## config.mk

```make
export PLATFORM = sky130hd
export DESIGN_NAME = uart_mv_rx
export DESIGN_NICKNAME = d
export VERILOG_FILES = /design/src/rtl/mvrx_pkg.sv /design/src/rtl/mvrx_sampler.sv /design/src/rtl/mvrx_fifo.sv /design/src/rtl/uart_mv_rx.sv
export SDC_FILE = /design/constraint.sdc
export NUM_CORES = 1
export LEC_CHECK = 0
export ABC_CLOCK_PERIOD_IN_PS = 8350
export BUFFER_PORTS_ARGS = -buffer_cell sky130_fd_sc_hd__buf_2
export CAP_MARGIN = 10
export CORE_MARGIN = 2
export CORE_UTILIZATION = 55
export DETAILED_ROUTE_END_ITERATION = 12
export HOLD_SLACK_MARGIN = 0.12
export PLACE_DENSITY = 0.74
export SETUP_SLACK_MARGIN = 0.3
export SYNTH_ARGS = -nofsm -noshare
export SYNTH_HDL_FRONTEND = slang
export SYNTH_SLANG_ARGS = --single-unit
```

## constraint.sdc

```tcl
create_clock -name clk -period 8.35 [get_ports clk]
set_input_delay 2.0875 -clock clk [delete_from_list [all_inputs] [get_ports clk]]
set_output_delay 2.0875 -clock clk [all_outputs]
set_load 0.03 [all_outputs]
```

## src/rtl/mvrx_pkg.sv

```systemverilog
package mvrx_pkg;
  localparam int OS_TICKS = 16;
  localparam int TCNT_W   = $clog2(OS_TICKS);

  typedef enum logic [2:0] {
    ST_OFF, ST_WAIT, ST_MAYBE, ST_MID1, ST_MID2, ST_MID3, ST_RECV
  } rx_state_t;

  // Tick index (within a bit) of sample k (0..2) for the chosen speed mode.
  function automatic logic [TCNT_W-1:0] samp_pos(input logic hi, input int k);
    int p;
    if (hi) p = (OS_TICKS / 4) * (k + 1);
    else    p = (OS_TICKS / 2) - 1 + k;
    return TCNT_W'(p);
  endfunction

  function automatic logic maj3(input logic a, input logic b, input logic c);
    return (a & b) | (a & c) | (b & c);
  endfunction
endpackage

```

## src/rtl/mvrx_sampler.sv

```systemverilog
module mvrx_sampler
  import mvrx_pkg::*;
(
  input  logic clk,
  input  logic rst_n,
  input  logic tick,
  input  logic line,
  input  logic hi_speed,
  input  logic run,
  input  logic restart,
  output logic samp_stb,
  output logic vote_stb,
  output logic vote_val,
  output logic bit_end
);
  logic [TCNT_W-1:0] tcnt, tnext;
  logic [TCNT_W-1:0] p0, p1, p2;
  logic s_a, s_b;
  logic at_p0, at_p1, at_p2;

  assign p0    = samp_pos(hi_speed, 0);
  assign p1    = samp_pos(hi_speed, 1);
  assign p2    = samp_pos(hi_speed, 2);
  assign tnext = tcnt + 1'b1;
  assign at_p0 = (tnext == p0);
  assign at_p1 = (tnext == p1);
  assign at_p2 = (tnext == p2);

  assign samp_stb = run && tick && (at_p0 || at_p1 || at_p2);
  assign vote_stb = run && tick && at_p2;
  assign vote_val = maj3(s_a, s_b, line);
  assign bit_end  = run && tick && (tcnt == TCNT_W'(OS_TICKS - 1));

  always_ff @(posedge clk or negedge rst_n) begin
    if (!rst_n) begin
      tcnt <= '0;
      s_a  <= 1'b0;
      s_b  <= 1'b0;
    end else if (restart) begin
      tcnt <= '0;
    end else if (run && tick) begin
      tcnt <= tnext;
      if (at_p0) s_a <= line;
      if (at_p1) s_b <= line;
    end
  end

  // no sample point falls on the last tick of a bit
  assert_no_edge_sample_R3: assert property (@(posedge clk) disable iff (!rst_n)
    bit_end |-> !samp_stb);
endmodule

```

## src/rtl/mvrx_fifo.sv

```systemverilog
module mvrx_fifo #(
  parameter int W = 10
) (
  input  logic         clk,
  input  logic         rst_n,
  input  logic         flush,
  input  logic         push,
  input  logic         pop,
  input  logic [W-1:0] din,
  output logic [W-1:0] head,
  output logic [1:0]   cnt
);
  logic [W-1:0] slot0, slot1;
  logic pop_eff;

  assign pop_eff = pop && (cnt != 2'd0);
  assign head    = slot0;

  always_ff @(posedge clk or negedge rst_n) begin
    if (!rst_n) begin
      slot0 <= '0;
      slot1 <= '0;
      cnt   <= 2'd0;
    end else if (flush) begin
      cnt <= 2'd0;
    end else begin
      case ({push, pop_eff})
        2'b11: begin
          if (cnt == 2'd1) slot0 <= din;
          else begin
            slot0 <= slot1;
            slot1 <= din;
          end
        end
        2'b10: begin
          if (cnt == 2'd0) slot0 <= din;
          else             slot1 <= din;
          cnt <= cnt + 2'd1;
        end
        2'b01: begin
          slot0 <= slot1;
          cnt   <= cnt - 2'd1;
        end
        default: ;
      endcase
    end
  end

  // the writer never pushes into a full queue without a pop
  assert_no_overflow_R6: assert property (@(posedge clk) disable iff (!rst_n)
    (push && !pop_eff && !flush) |-> (cnt < 2'd2));
endmodule

```

## src/rtl/uart_mv_rx.sv

```systemverilog
module uart_mv_rx
  import mvrx_pkg::*;
#(
  parameter int DATA_W = 8
) (
  input  logic              clk,
  input  logic              rst_n,
  input  logic              rx_line,
  input  logic              os_tick,
  input  logic              port_en,
  input  logic              cont_en,
  input  logic              nine_bit_en,
  input  logic              hi_speed,
  input  logic              rx_invert,
  input  logic              rd_en,
  output logic [DATA_W-1:0] rd_data,
  output logic              rd_bit9,
  output logic              frame_err,
  output logic              overrun,
  output logic              rx_irq,
  output logic              rx_idle
);
  localparam int BIT_W   = $clog2(DATA_W + 3);
  localparam int ENTRY_W = DATA_W + 2;

  rx_state_t state;
  logic [BIT_W-1:0]  bitn, stop_idx;
  logic [DATA_W-1:0] dat;
  logic              b9, prev_line, ovr;
  logic              line_s, rx_ok, run;
  logic              edge_det, start_reject, frame_done, ovr_hit, push;
  logic              samp_stb, vote_stb, vote_val, bit_end;
  logic [ENTRY_W-1:0] din, head;
  logic [1:0]        fcnt;

  assign line_s   = rx_line ^ rx_invert;
  assign rx_ok    = port_en && cont_en && !ovr;
  assign run      = (state != ST_OFF) && (state != ST_WAIT);
  assign stop_idx = nine_bit_en ? BIT_W'(DATA_W + 2) : BIT_W'(DATA_W + 1);

  assign edge_det     = rx_ok && (state == ST_WAIT) && os_tick && prev_line && !line_s;
  assign start_reject = rx_ok && (state == ST_MID3) && vote_stb && (bitn == '0) && vote_val;
  assign frame_done   = rx_ok && (state == ST_MID3) && vote_stb && (bitn == stop_idx);
  assign ovr_hit      = frame_done && (fcnt == 2'd2) && !rd_en;
  assign push         = frame_done && !ovr_hit;
  assign din          = {~vote_val, b9, dat};

  mvrx_sampler u_samp (
    .clk      (clk),
    .rst_n    (rst_n),
    .tick     (os_tick),
    .line     (line_s),
    .hi_speed (hi_speed),
    .run      (run),
    .restart  (edge_det),
    .samp_stb (samp_stb),
    .vote_stb (vote_stb),
    .vote_val (vote_val),
    .bit_end  (bit_end)
  );

  mvrx_fifo #(.W(ENTRY_W)) u_fifo (
    .clk   (clk),
    .rst_n (rst_n),
    .flush (!port_en),
    .push  (push),
    .pop   (rd_en),
    .din   (din),
    .head  (head),
    .cnt   (fcnt)
  );

  always_ff @(posedge clk or negedge rst_n) begin
    if (!rst_n) begin
      state     <= ST_OFF;
      bitn      <= '0;
      dat       <= '0;
      b9        <= 1'b0;
      prev_line <= 1'b0;
      ovr       <= 1'b0;
    end else begin
      if (os_tick) prev_line <= line_s;

      if (!port_en || !cont_en) ovr <= 1'b0;
      else if (ovr_hit)         ovr <= 1'b1;

      if (!port_en) begin
        state <= ST_OFF;
      end else if (!cont_en || ovr) begin
        state <= ST_WAIT;
      end else begin
        case (state)
          ST_OFF:  state <= ST_WAIT;
          ST_WAIT: if (edge_det) begin
            state <= ST_MAYBE;
            bitn  <= '0;
            b9    <= 1'b0;
          end
          ST_MAYBE, ST_MID1: if (samp_stb) state <= ST_MID2;
          ST_MID2: if (samp_stb) state <= ST_MID3;
          ST_MID3: if (vote_stb) begin
            if (bitn == '0) begin
              state <= vote_val ? ST_WAIT : ST_RECV;
            end else if (bitn == stop_idx) begin
              state <= ST_WAIT;
            end else begin
              if (bitn <= BIT_W'(DATA_W)) dat <= {vote_val, dat[DATA_W-1:1]};
              else                        b9  <= vote_val;
              state <= ST_RECV;
            end
          end
          ST_RECV: if (bit_end) begin
            bitn  <= bitn + 1'b1;
            state <= ST_MID1;
          end
          default: state <= ST_WAIT;
        endcase
      end
    end
  end

  assign rx_irq    = (fcnt != 2'd0);
  assign rd_data   = head[DATA_W-1:0];
  assign rd_bit9   = head[DATA_W] && rx_irq;
  assign frame_err = head[DATA_W+1] && rx_irq;
  assign overrun   = ovr;
  assign rx_idle   = (state == ST_OFF) || (state == ST_WAIT);

  // a rejected start returns the receiver to idle
  assert_reject_idle_R2: assert property (@(posedge clk) disable iff (!rst_n)
    start_reject |=> rx_idle);
  // an accepted edge makes the receiver busy
  assert_start_busy_R10: assert property (@(posedge clk) disable iff (!rst_n)
    edge_det |=> !rx_idle);
  // a bad stop into an empty queue shows up at the head
  assert_ferr_store_R5: assert property (@(posedge clk) disable iff (!rst_n)
    (push && !vote_val && !rx_irq) |=> (frame_err && rx_irq));
  // the interrupt only falls through a read or a disable
  assert_irq_fall_R7: assert property (@(posedge clk) disable iff (!rst_n)
    $fell(rx_irq) |-> ($past(rd_en) || !$past(port_en)));
  // overrun is sticky while both enables stay high
  assert_ovr_hold_R8: assert property (@(posedge clk) disable iff (!rst_n)
    (overrun && port_en && cont_en) |=> overrun);
  // disabling flushes and idles
  assert_flush_R9: assert property (@(posedge clk) disable iff (!rst_n)
    !port_en |=> (!rx_irq && rx_idle));
endmodule

```

==> results.md, run 1 <==
- Crit path DAT: 5.33 ns
- Antenna diodes: 0
- Worst r2r src: u_samp.tcnt[0]
- TritonCTS clock tree: done
- Worst hold path class: flip-flop to flip-flop
- Slowest cell on crit path: or4b_4
- Post-synth top area share: 40.12%
- Synthesized area: 2869 um^2
- PostCTS Resize Cnt: 0
- Most used DFF post-synth: dfrtp_1
- Fmax achieved: 194.6 MHz
- Multi-input gate area: 1551 um^2
- Reg2Reg Depth: 9
- Core box area: 5075 um^2
- R2r endpoint: u_fifo.slot1[5]
- Final setup vio count: 0
- Grt total ovfl: 0
- Library cells used by synthesis: 52
- Post-CTS setup buffer count: 0
- I/O Pins: 23
- Seq/Total Area, Yosys: 40.12%
- Synth Register Bits: 46
- Die area: 5810 um^2
- Initial antenna violation count: 0
- Count of final hold-check violations: 0
- Final period util: 61.53%
- Max-cap violations: 0
- H-tree levels: 2
- Clock Latency Late Sink: 0.31 ns
- Worst-Margin Slew: 1.008 ns
- R2R Setup Slk: 4.48 ns
- Worst path bufs/invs: 1
- Syn Area/Cell: 9.792 um^2
- Leakage: 1.393 nW
- Peak supply drop: 0.1640 mV
- Synthesis-to-finish area growth: 6.847%
- First drt pass iteration count: 4
- RePlAce Congestion: 0.8444
- Syn. warnings: 0
- Final Net Count: 319
- Clock Tree Root: clkbuf_8
- Largest net degree at the start of global routing: 47
- Vias in the first global route: 2,065
- Fraction of layout cells with a size suffix above 1: 21.26%
- First-pass GRT wire length: 9880 um
- Syn nets: 312
- Most common cell in the netlist: dfrtp_1
- Mapped Cells: 293
- CTS Buf Count: 5
- Critical path's top delay family: simple AND/OR/NAND/NOR gates
- Yosys top cell by area: dfrtp_1
- RSZ-0062 raised after global routing: no
- Register area: 1151 um^2
- Synth top area cells: dfrtp_1 40%, mux2_2 11%, ha_1 3.9%, nor2_1 3.1%, a211oi_1 2.9%
- Slew Limit Fails: 0
- Status: complete, no violations
- Setup Crit Path Kind: primary input to flip-flop
- Slew Limit Headroom: 32.79%
- WL per Instance: 15.44 um
- Clock period minus final worst setup slack: 5.138 ns
- Routed Antenna Nets: 0
- Port Buf Inserts: 22
- Die Span X: 76.23 um
- Stages on the worst setup path: 9
- Gr usage total: 21.24%
- Initial DRC count: 120
- Initial Utilization: 56.53%
- Worst Setup EP: u_fifo.slot1[5]
- Detailed placer's ending HPWL: 4057 um
- Pwr/cell area: 217.1 nW/um^2
- Final wirelength: 5728 um
- Startpoint Class: primary input
- Final TNS setup: 0 ns
- CP Max Fanout: 15
- Clock transition at path regs: 0.08 ns
- Number of enable-type register cells in the synthesized netlist: 0
- CP Data Required Time: 8.54 ns
- Clk_skew: 0.007489 ns
- Fill cells: 461
- Worst path max stage delay: 0.53 ns
- Asr flop ratio synth: 100.0%
- Row cnt: 26
- Most frequent cells after synthesis: 46 x dfrtp_1, 29 x mux2_2, 24 x nor2_1
- Drt drc: 0
- Overall power: 0.6655 mW
- Via count: 2,178
- Longest Clk Path Bufs: 2
- Worst-path cell chain: buf_2 -> or3b_4 -> a2111oi_4 -> or4b_4 -> nor2_1 -> ha_1 -> a22oi_1 -> o211ai_1 -> mux2_2
- Clock sink total: 46
- Vias/cell: 5.871
- CTS Hold Bufs: 0
- Endpoint type of the worst setup path: flip-flop
- Worst Setup SP: nine_bit_en
- Die Y: 76.23 um
==> placed cells by master, fill, tap and decap left out, drive strengths merged, types with 2 or more instances in the layout <==
cell type / count
clkbuf: 5
ha: 9
nand2: 15
a21oi: 16
nor4: 3
nand3b: 6
mux2i: 2
o21ai: 15
o211ai: 4
nand3: 2
inv: 15
mux2: 30
nor3: 5
a211oi: 11
buf: 22
nand2b: 3
nor2b: 11
a22o: 3
nor2: 24
o31ai: 2
a31oi: 3
o21a: 2
nand4: 2
xnor2: 4
xor2: 5
a22oi: 9
a311oi: 2
dfrtp: 46
nor3b: 2
a21o: 4
==> sequential cells by signal, summed over array words and instances, names as in the netlist <==
name and cells:
prev_line 1, dat 8, u_samp.s_a 1, bitn 4, b9 1, u_fifo.cnt 2
u_samp.tcnt 4, state 3, u_samp.s_b 1, u_fifo.head 10, u_fifo.slot1 10, overrun 1
==> worst min path at each step <==
stage                         from        endpoint  cells past startpoint
floorplan           u_fifo.head[8]  u_fifo.head[8]                      1
global placement    u_fifo.head[8]  u_fifo.head[8]                      1
detailed placement  u_fifo.head[8]  u_fifo.head[8]                      1
CTS                 u_fifo.head[2]  u_fifo.head[2]                      1
global route        u_fifo.head[8]  u_fifo.head[8]                      1
finish              u_fifo.head[5]  u_fifo.head[5]                      1
==> routing by layer <==
layer  up-vias  wire length, um  global-route usage (%)
met1      1043             2889                   31.66
li1       1078                -                       -
met2        49             2492                   31.06
met4         0               78                   7.636
met3         8              268                   3.791
met5         -                0                       0
==> metrics by stage <==
stage	hold slack, ns	std cells	utilization (%)	cell area [um^2]	worst slack, ns
4_1_cts	0.5101	371	60.40	3065	3.228
6_report	0.5075	371	60.40	3065	3.212
3_5_place_dp	0.4849	363	58.19	2953	2.919
5_1_grt	0.5210	371	60.40	3065	3.058
2_1_floorplan	0.4495	293	-	2869	3.569
3_3_place_gp	0.4636	363	58.19	2953	3.049
==> cell families after synthesis <==
family / Yosys count / share of synthesized area [%]
muxes: 32 / 12.47
xor gates and xnor gates: 9 / 2.747
and+or+nand+nor: 81 / 14.96
DFF: 46 / 40.12
adders and majority gates: 10 / 4.274
AOI/OAI and AO/OA: 79 / 19.63
buffers and inverters: 36 / 5.800
==> power by group <==
part           internal (mW)  total, mW  switching [mW]
logic                 0.0827      0.231           0.148
clock network         0.0897      0.168          0.0784
registers              0.249      0.267          0.0174
==> cell type report <==
type | instances | share of cell area [%]
sequential | 46 | 37.55
tap | 70 | 2.857
timing repair buffer | 22 | 3.592
clock inverter | 3 | 1.429
inverter | 14 | 1.714
clock buffer | 5 | 2.245
multi-input combinational | 211 | 50.61
(Power assumes the default switching activity.)
==> run 2, diff against run 1 <==
Settings changed: ABC_CLOCK_PERIOD_IN_PS 8350 to 4700, CORE_UTILIZATION 55 to 54, PLACE_DENSITY 0.74 to 0.76.
Clock period 8.35 ns to 4.7 ns, I/O delays scaled along.
==> results.md, run 2 (synthesis gave the netlist of run 1 again) <==
- Pwr/cell area: 368.9 nW/um^2 (+70%)
- WL per Instance: 15.25 um (-1.2%)
- PostCTS Resize Cnt: 0 (unchanged)
- Row cnt: 26 (unchanged)
- Overall power: 1.127 mW (+69%)
- Antenna diodes: 0 (unchanged)
- Clock sink total: 46 (unchanged)
- Routed Antenna Nets: 0 (unchanged)
- Leakage: 1.391 nW (-0.19%)
- Most frequent cells in the layout: 46 x dfrtp_1, 29 x mux2_2, 24 x nor2_1, 22 x buf_2
- Drt drc: 0 (unchanged)
- Startpoint Class: primary input
- Fraction of layout cells with a size suffix above 1: 21.45% (+0.19 points)
- Grt total ovfl: 0 (unchanged)
- Worst r2r src: u_samp.tcnt[0]
- Count of final hold-check violations: 0 (unchanged)
- Initial antenna violation count: 0 (unchanged)
- Final wirelength: 5690 um (-0.66%)
- Post-CTS setup buffer count: 0 (unchanged)
- I/O Pins: 23 (unchanged)
- Min-delay src: u_fifo.head[8]
- Initial Utilization: 56.17% (-0.36 points)
- RePlAce Congestion: 0.8980 (+6.3%)
- Worst-path cell chain: buf_2 -> or3b_4 -> a2111oi_4 -> or4b_4 -> nor2_1 -> ha_1 -> a22oi_1 -> o211ai_1 -> mux2_2
- Via count: 2,240 (+2.8%)
- Slowest cell on crit path: or4b_4
- Slew Limit Headroom: 31.24% (-1.6 points)
- CTS Hold Bufs: 0 (unchanged)
- TritonCTS clock tree: done
- Commonest non-fill, non-tap cell in the layout: dfrtp_1
- H-tree levels: 2 (unchanged)
- Critical path's top delay family: simple AND/OR/NAND/NOR gates
- Worst path bufs/invs: 1 (unchanged)
- Die area: 5912 um^2 (+1.8%)
- Clock Tree Root: clkbuf_8
- Worst path max stage delay: 0.53 ns (about the same)
- CP Data Required Time: 4.88 ns (-3.66 ns)
- Port Buf Inserts: 22 (unchanged)
- Post-route setup slack: 0.7060 ns (-2.506 ns)
- Largest net degree at the start of global routing: 47 (unchanged)
- Placed Cells: 365 (+0.55%)
- Core box area: 5107 um^2 (+0.64%)
- Final TNS setup: 0 ns (unchanged)
- Clk_skew: 0.005444 ns (-0.002045 ns)
- Setup Crit Path Kind: primary input to flip-flop
- Vias in the first global route: 2,073 (+0.39%)
- Finished Core Util: 59.80% (-0.61 points)
- Clock period minus final worst setup slack: 3.994 ns
- Clock Latency Late Sink: 0.30 ns (about the same)
- Endpoint type of the worst setup path: flip-flop
- Crit path DAT: 4.18 ns (-1.15 ns)
- Peak supply drop: 0.2437 mV (+49%)
- Status: complete, no violations
- RSZ-0062 raised after global routing: no
- Die Y: 76.89 um (+0.87%)
- Detailed placer's ending HPWL: 3987 um (-1.7%)
- CP Max Fanout: 11 (-4)
- Longest Clk Path Bufs: 2 (unchanged)
- Slew Limit Fails: 0 (unchanged)
- First-pass GRT wire length: 9784 um (-0.97%)
- Fmax achieved: 250.4 MHz
- Worst slack, placed: 0.4099 ns (-2.509 ns)
- Die Span X: 76.89 um (+0.87%)
- Gr usage total: 20.16% (-1.1 points)
- Vias/cell: 6.005 (+2.3%)
- Max-cap violations: 0 (unchanged)
- First drt pass iteration count: 5 (+1)
- Worst Setup SP: nine_bit_en
- Worst-Margin Slew: 1.022 ns (+0.01389 ns)
- Number of standard cells in the final layout excluding fillers: 373 (+0.54%)
- Worst hold path class: flip-flop to flip-flop
- Clock transition at path regs: 0.08 ns (about the same)
- CTS Buf Count: 5 (unchanged)
- Initial DRC count: 133 (+11%)
- Final Net Count: 321 (+0.63%)
- Synthesis-to-finish area growth: 6.454%
- Final period util: 84.98%
- Final setup vio count: 0 (unchanged)
- Fill cells: 444 (-3.7%)
## run 2: cell types whose count changed in the layout (fill, tap and decap cells not counted), sizes merged
cell    delta
buf        +2
bufinv     -1
clkbuf     +1
clkinv     +1
inv        -1
## run 2: where the power goes
part	switching, mW	internal [mW]	leakage [nW]
Combinational	0.262	0.150	0.714
Sequential	0.0310	0.443	0.631
Clock	0.135	0.105	0.0452
Total	0.429	0.698	1.39
## run 2: per-layer routing
| layer | routed length, um | track usage, % | part of all wire, % |
|---|---|---|---|
| met1 | 2799 | 30.81 | 49 |
| met3 | 311 | 3.529 | 5.5 |
| met5 | 0 | 0 | 0 |
| met4 | 34 | 4.545 | 0.60 |
| met2 | 2545 | 29.82 | 45 |
## run 2: per-stage QoR
step	hold slack (ns)	area, um^2
after global routing	0.5178	3054
after CTS	0.4947	3054
after floorplan	0.4495	2869
final	0.4889	3054
after global placement	0.4625	2968
after detailed placement	0.4726	2968
## run 2: area by class of cell
class | count | area, um^2 | share of cell area, %
Inverter | 14 | 52.55 | 1.721
Timing Repair Buffer | 24 | 125.1 | 4.097
Multi-Input combinational cell | 211 | 1551 | 50.80
Clock inverter | 2 | 13.76 | 0.4506
Clock buffer | 6 | 72.57 | 2.376
Tap cell | 70 | 87.58 | 2.868
Sequential cell | 46 | 1151 | 37.69
## run 2: final timing paths
path | end | slack [ns] | cells after the start
worst max-delay path | u_fifo.slot1[2] | 0.71 | 9
worst max register to register | u_fifo.slot1[2] | 1.06 | 9
worst min register to register | u_fifo.head[8] | 0.49 | 1
max in group asynchronous | u_fifo.head[8] | 3.03 | 1
min in group asynchronous | prev_line | 1.05 | 1
worst min-delay path | u_fifo.head[8] | 0.49 | 1
==> run 3, diff against run 2 <==
Settings changed: ABC_CLOCK_PERIOD_IN_PS 4700 to 3600.
Clock period 4.7 ns to 3.6 ns, I/O delays scaled along.
==> results.md, run 3 (synthesis gave the netlist of run 1 again) <==
- Leakage: 1.446 nW (+3.9%)
- Most frequent cells in the layout: 46 x dfrtp_1, 23 x nor2_1, 22 x mux2_2, 22 x buf_2
- Routed Antenna Nets: 0 (unchanged)
- Endpoint type of the worst setup path: flip-flop
- Slowest cell on crit path: or4b_4
- Clk_skew: 0.005901 ns (+0.0004569 ns)
- CTS Hold Bufs: 0 (unchanged)
- Final setup vio count: 0 (unchanged)
- Clock sink total: 46 (unchanged)
- Die Span X: 76.89 um (unchanged)
- Die area: 5912 um^2 (unchanged)
- First-pass GRT wire length: 10,200 um (+4.2%)
- Slew Limit Fails: 0 (unchanged)
- Worst path max stage delay: 0.53 ns (about the same)
- Initial antenna violation count: 0 (unchanged)
- Peak supply drop: 0.2599 mV (+6.6%)
- RePlAce Congestion: 0.8943 (-0.41%)
- Initial Utilization: 56.17% (unchanged)
- RSZ-0062 raised after global routing: yes
- Hold_ws: 0.4844 ns (-0.004508 ns)
- Slew Limit Headroom: 28.94% (-2.3 points)
- Met3 usage: 3.176% (-0.35 points)
- CP Data Required Time: 3.79 ns (-1.09 ns)
- CTS Buf Count: 5 (unchanged)
- Port Buf Inserts: 22 (unchanged)
- Setup Crit Path Kind: primary input to flip-flop
- Top cell by count, worst path: mux2_2
- Fraction of layout cells with a size suffix above 1: 25.32% (+3.9 points)
- Number of standard cells in the final layout excluding fillers: 378 (+1.3%)
- Initial DRC count: 190 (+43%)
- Vias in the first global route: 2,082 (+0.43%)
- Placed Cells: 369 (+1.1%)
- Worst-path cell chain: buf_2 -> or3b_4 -> a2111oi_4 -> or4b_4 -> nor2_4 -> ha_4 -> mux2_2 -> a22o_1 -> mux2_2
- H-tree levels: 2 (unchanged)
- Max-cap violations: 0 (unchanged)
- I/O Pins: 23 (unchanged)
- Count of final hold-check violations: 0 (unchanged)
- Clock Tree Root: clkbuf_8
- Hold depth: 1 (unchanged)
- Clock Latency Late Sink: 0.30 ns (about the same)
- Startpoint Class: primary input
- Longest Clk Path Bufs: 2 (unchanged)
- Worst-Margin Slew: 1.066 ns (+0.04380 ns)
- Pwr/cell area: 477.7 nW/um^2 (+29%)
- Crit path DAT: 3.47 ns (-0.71 ns)
- First drt pass iteration count: 5 (unchanged)
- TritonCTS clock tree: done
- Gr usage total: 21.70% (+1.5 points)
- Commonest non-fill, non-tap cell in the layout: dfrtp_1
- Synthesis-to-finish area growth: 11.43%
- Antenna diodes: 0 (unchanged)
- Most used routing layer: met2
- Final wirelength: 6145 um (+8.0%)
- Drt drc: 0 (unchanged)
- Fmax achieved: 304.8 MHz
- Worst hold path class: flip-flop to flip-flop
- Grt total ovfl: 0 (unchanged)
- Clock transition at path regs: 0.09 ns (about the same)
- Met2 Use GR: 32.72% (+2.9 points)
- Status: complete, no violations
- Row cnt: 26 (unchanged)
- Clock period minus final worst setup slack: 3.281 ns
- Overall power: 1.527 mW (+36%)
- Largest net degree at the start of global routing: 47 (unchanged)
- Final Net Count: 326 (+1.6%)
- CP Max Fanout: 9 (-2)
- Detailed placer's ending HPWL: 4169 um (+4.6%)
- Reg2Reg Depth: 9 (unchanged)
- Vias/cell: 6.019 (+0.22%)
- WL per Instance: 16.26 um (+6.6%)
- Final TNS setup: 0 ns (unchanged)
- Via count: 2,275 (+1.6%)
- Final period util: 91.14%
- Met1 global-route usage: 31.98% (+1.2 points)
- Core box area: 5107 um^2 (unchanged)
- Die Y: 76.89 um (unchanged)
run 3: where the power goes:
| part | internal [mW] | switching, mW |
|---|---|---|
| clock | 0.155 | 0.185 |
| combinational | 0.213 | 0.357 |
| sequential | 0.578 | 0.0403 |
| total | 0.945 | 0.582 |
run 3: final cells by class:
| type | count | area, um^2 |
|---|---|---|
| Fill cell | 459 | 1911 |
| Clock inverter | 2 | 12.51 |
| Multi-Input combinational cell | 211 | 1635 |
| Inverter | 14 | 52.55 |
| Timing Repair Buffer | 29 | 175.2 |
| Sequential cell | 46 | 1151 |
| Tap cell | 70 | 87.58 |
| Clock buffer | 6 | 82.58 |
run 3: what timing repair did:
| action | 4_1_cts | 5_1_grt |
|---|---|---|
| gates resized for setup | 0 | 4 |
| buffers inserted | 0 | 1 |
| endpoints found under the setup margin | 0 | 15 |
run 3: path summary, 6_finish.rpt:
check,start,to,slack (ns)
max in group asynchronous,rst_n,dat[3],2.16
max,nine_bit_en,u_fifo.head[1],0.32
min reg2reg,u_fifo.head[8],u_fifo.head[8],0.48
max reg2reg,u_samp.tcnt[0],u_fifo.head[1],0.43
min in group asynchronous,rst_n,bitn[0],0.79
min,u_fifo.head[8],u_fifo.head[8],0.48
run 3: worst max-delay path, delay by kind of cell:
kind / cells / cell delay [ns]
AO/OA/AOI/OAI: 2 / 0.57
adder cells (fa/ha/maj): 1 / 0.20
AND/OR/NAND/NOR: 3 / 1.11
buffers and inverters: 1 / 0.11
multiplexers: 2 / 0.60
run 3: metrics by stage:
stage / instance area [um^2] / worst slack, ns / utilization (%)
finish: 3197 / 0.3189 / 62.59
CTS: 3167 / 0.3260 / 62.00
global placement: 3072 / 0.03173 / 60.14
detailed placement: 3072 / 0.01896 / 60.14
floorplan: 2953 / 0.2418 / -
global route: 3197 / 0.2474 / 62.59
run 3: routing by layer:
metal,vias up,routed length [um]
met3,6,301
met1,1116,2970
met2,66,2796
li1,1087,-
met5,-,0
met4,0,76
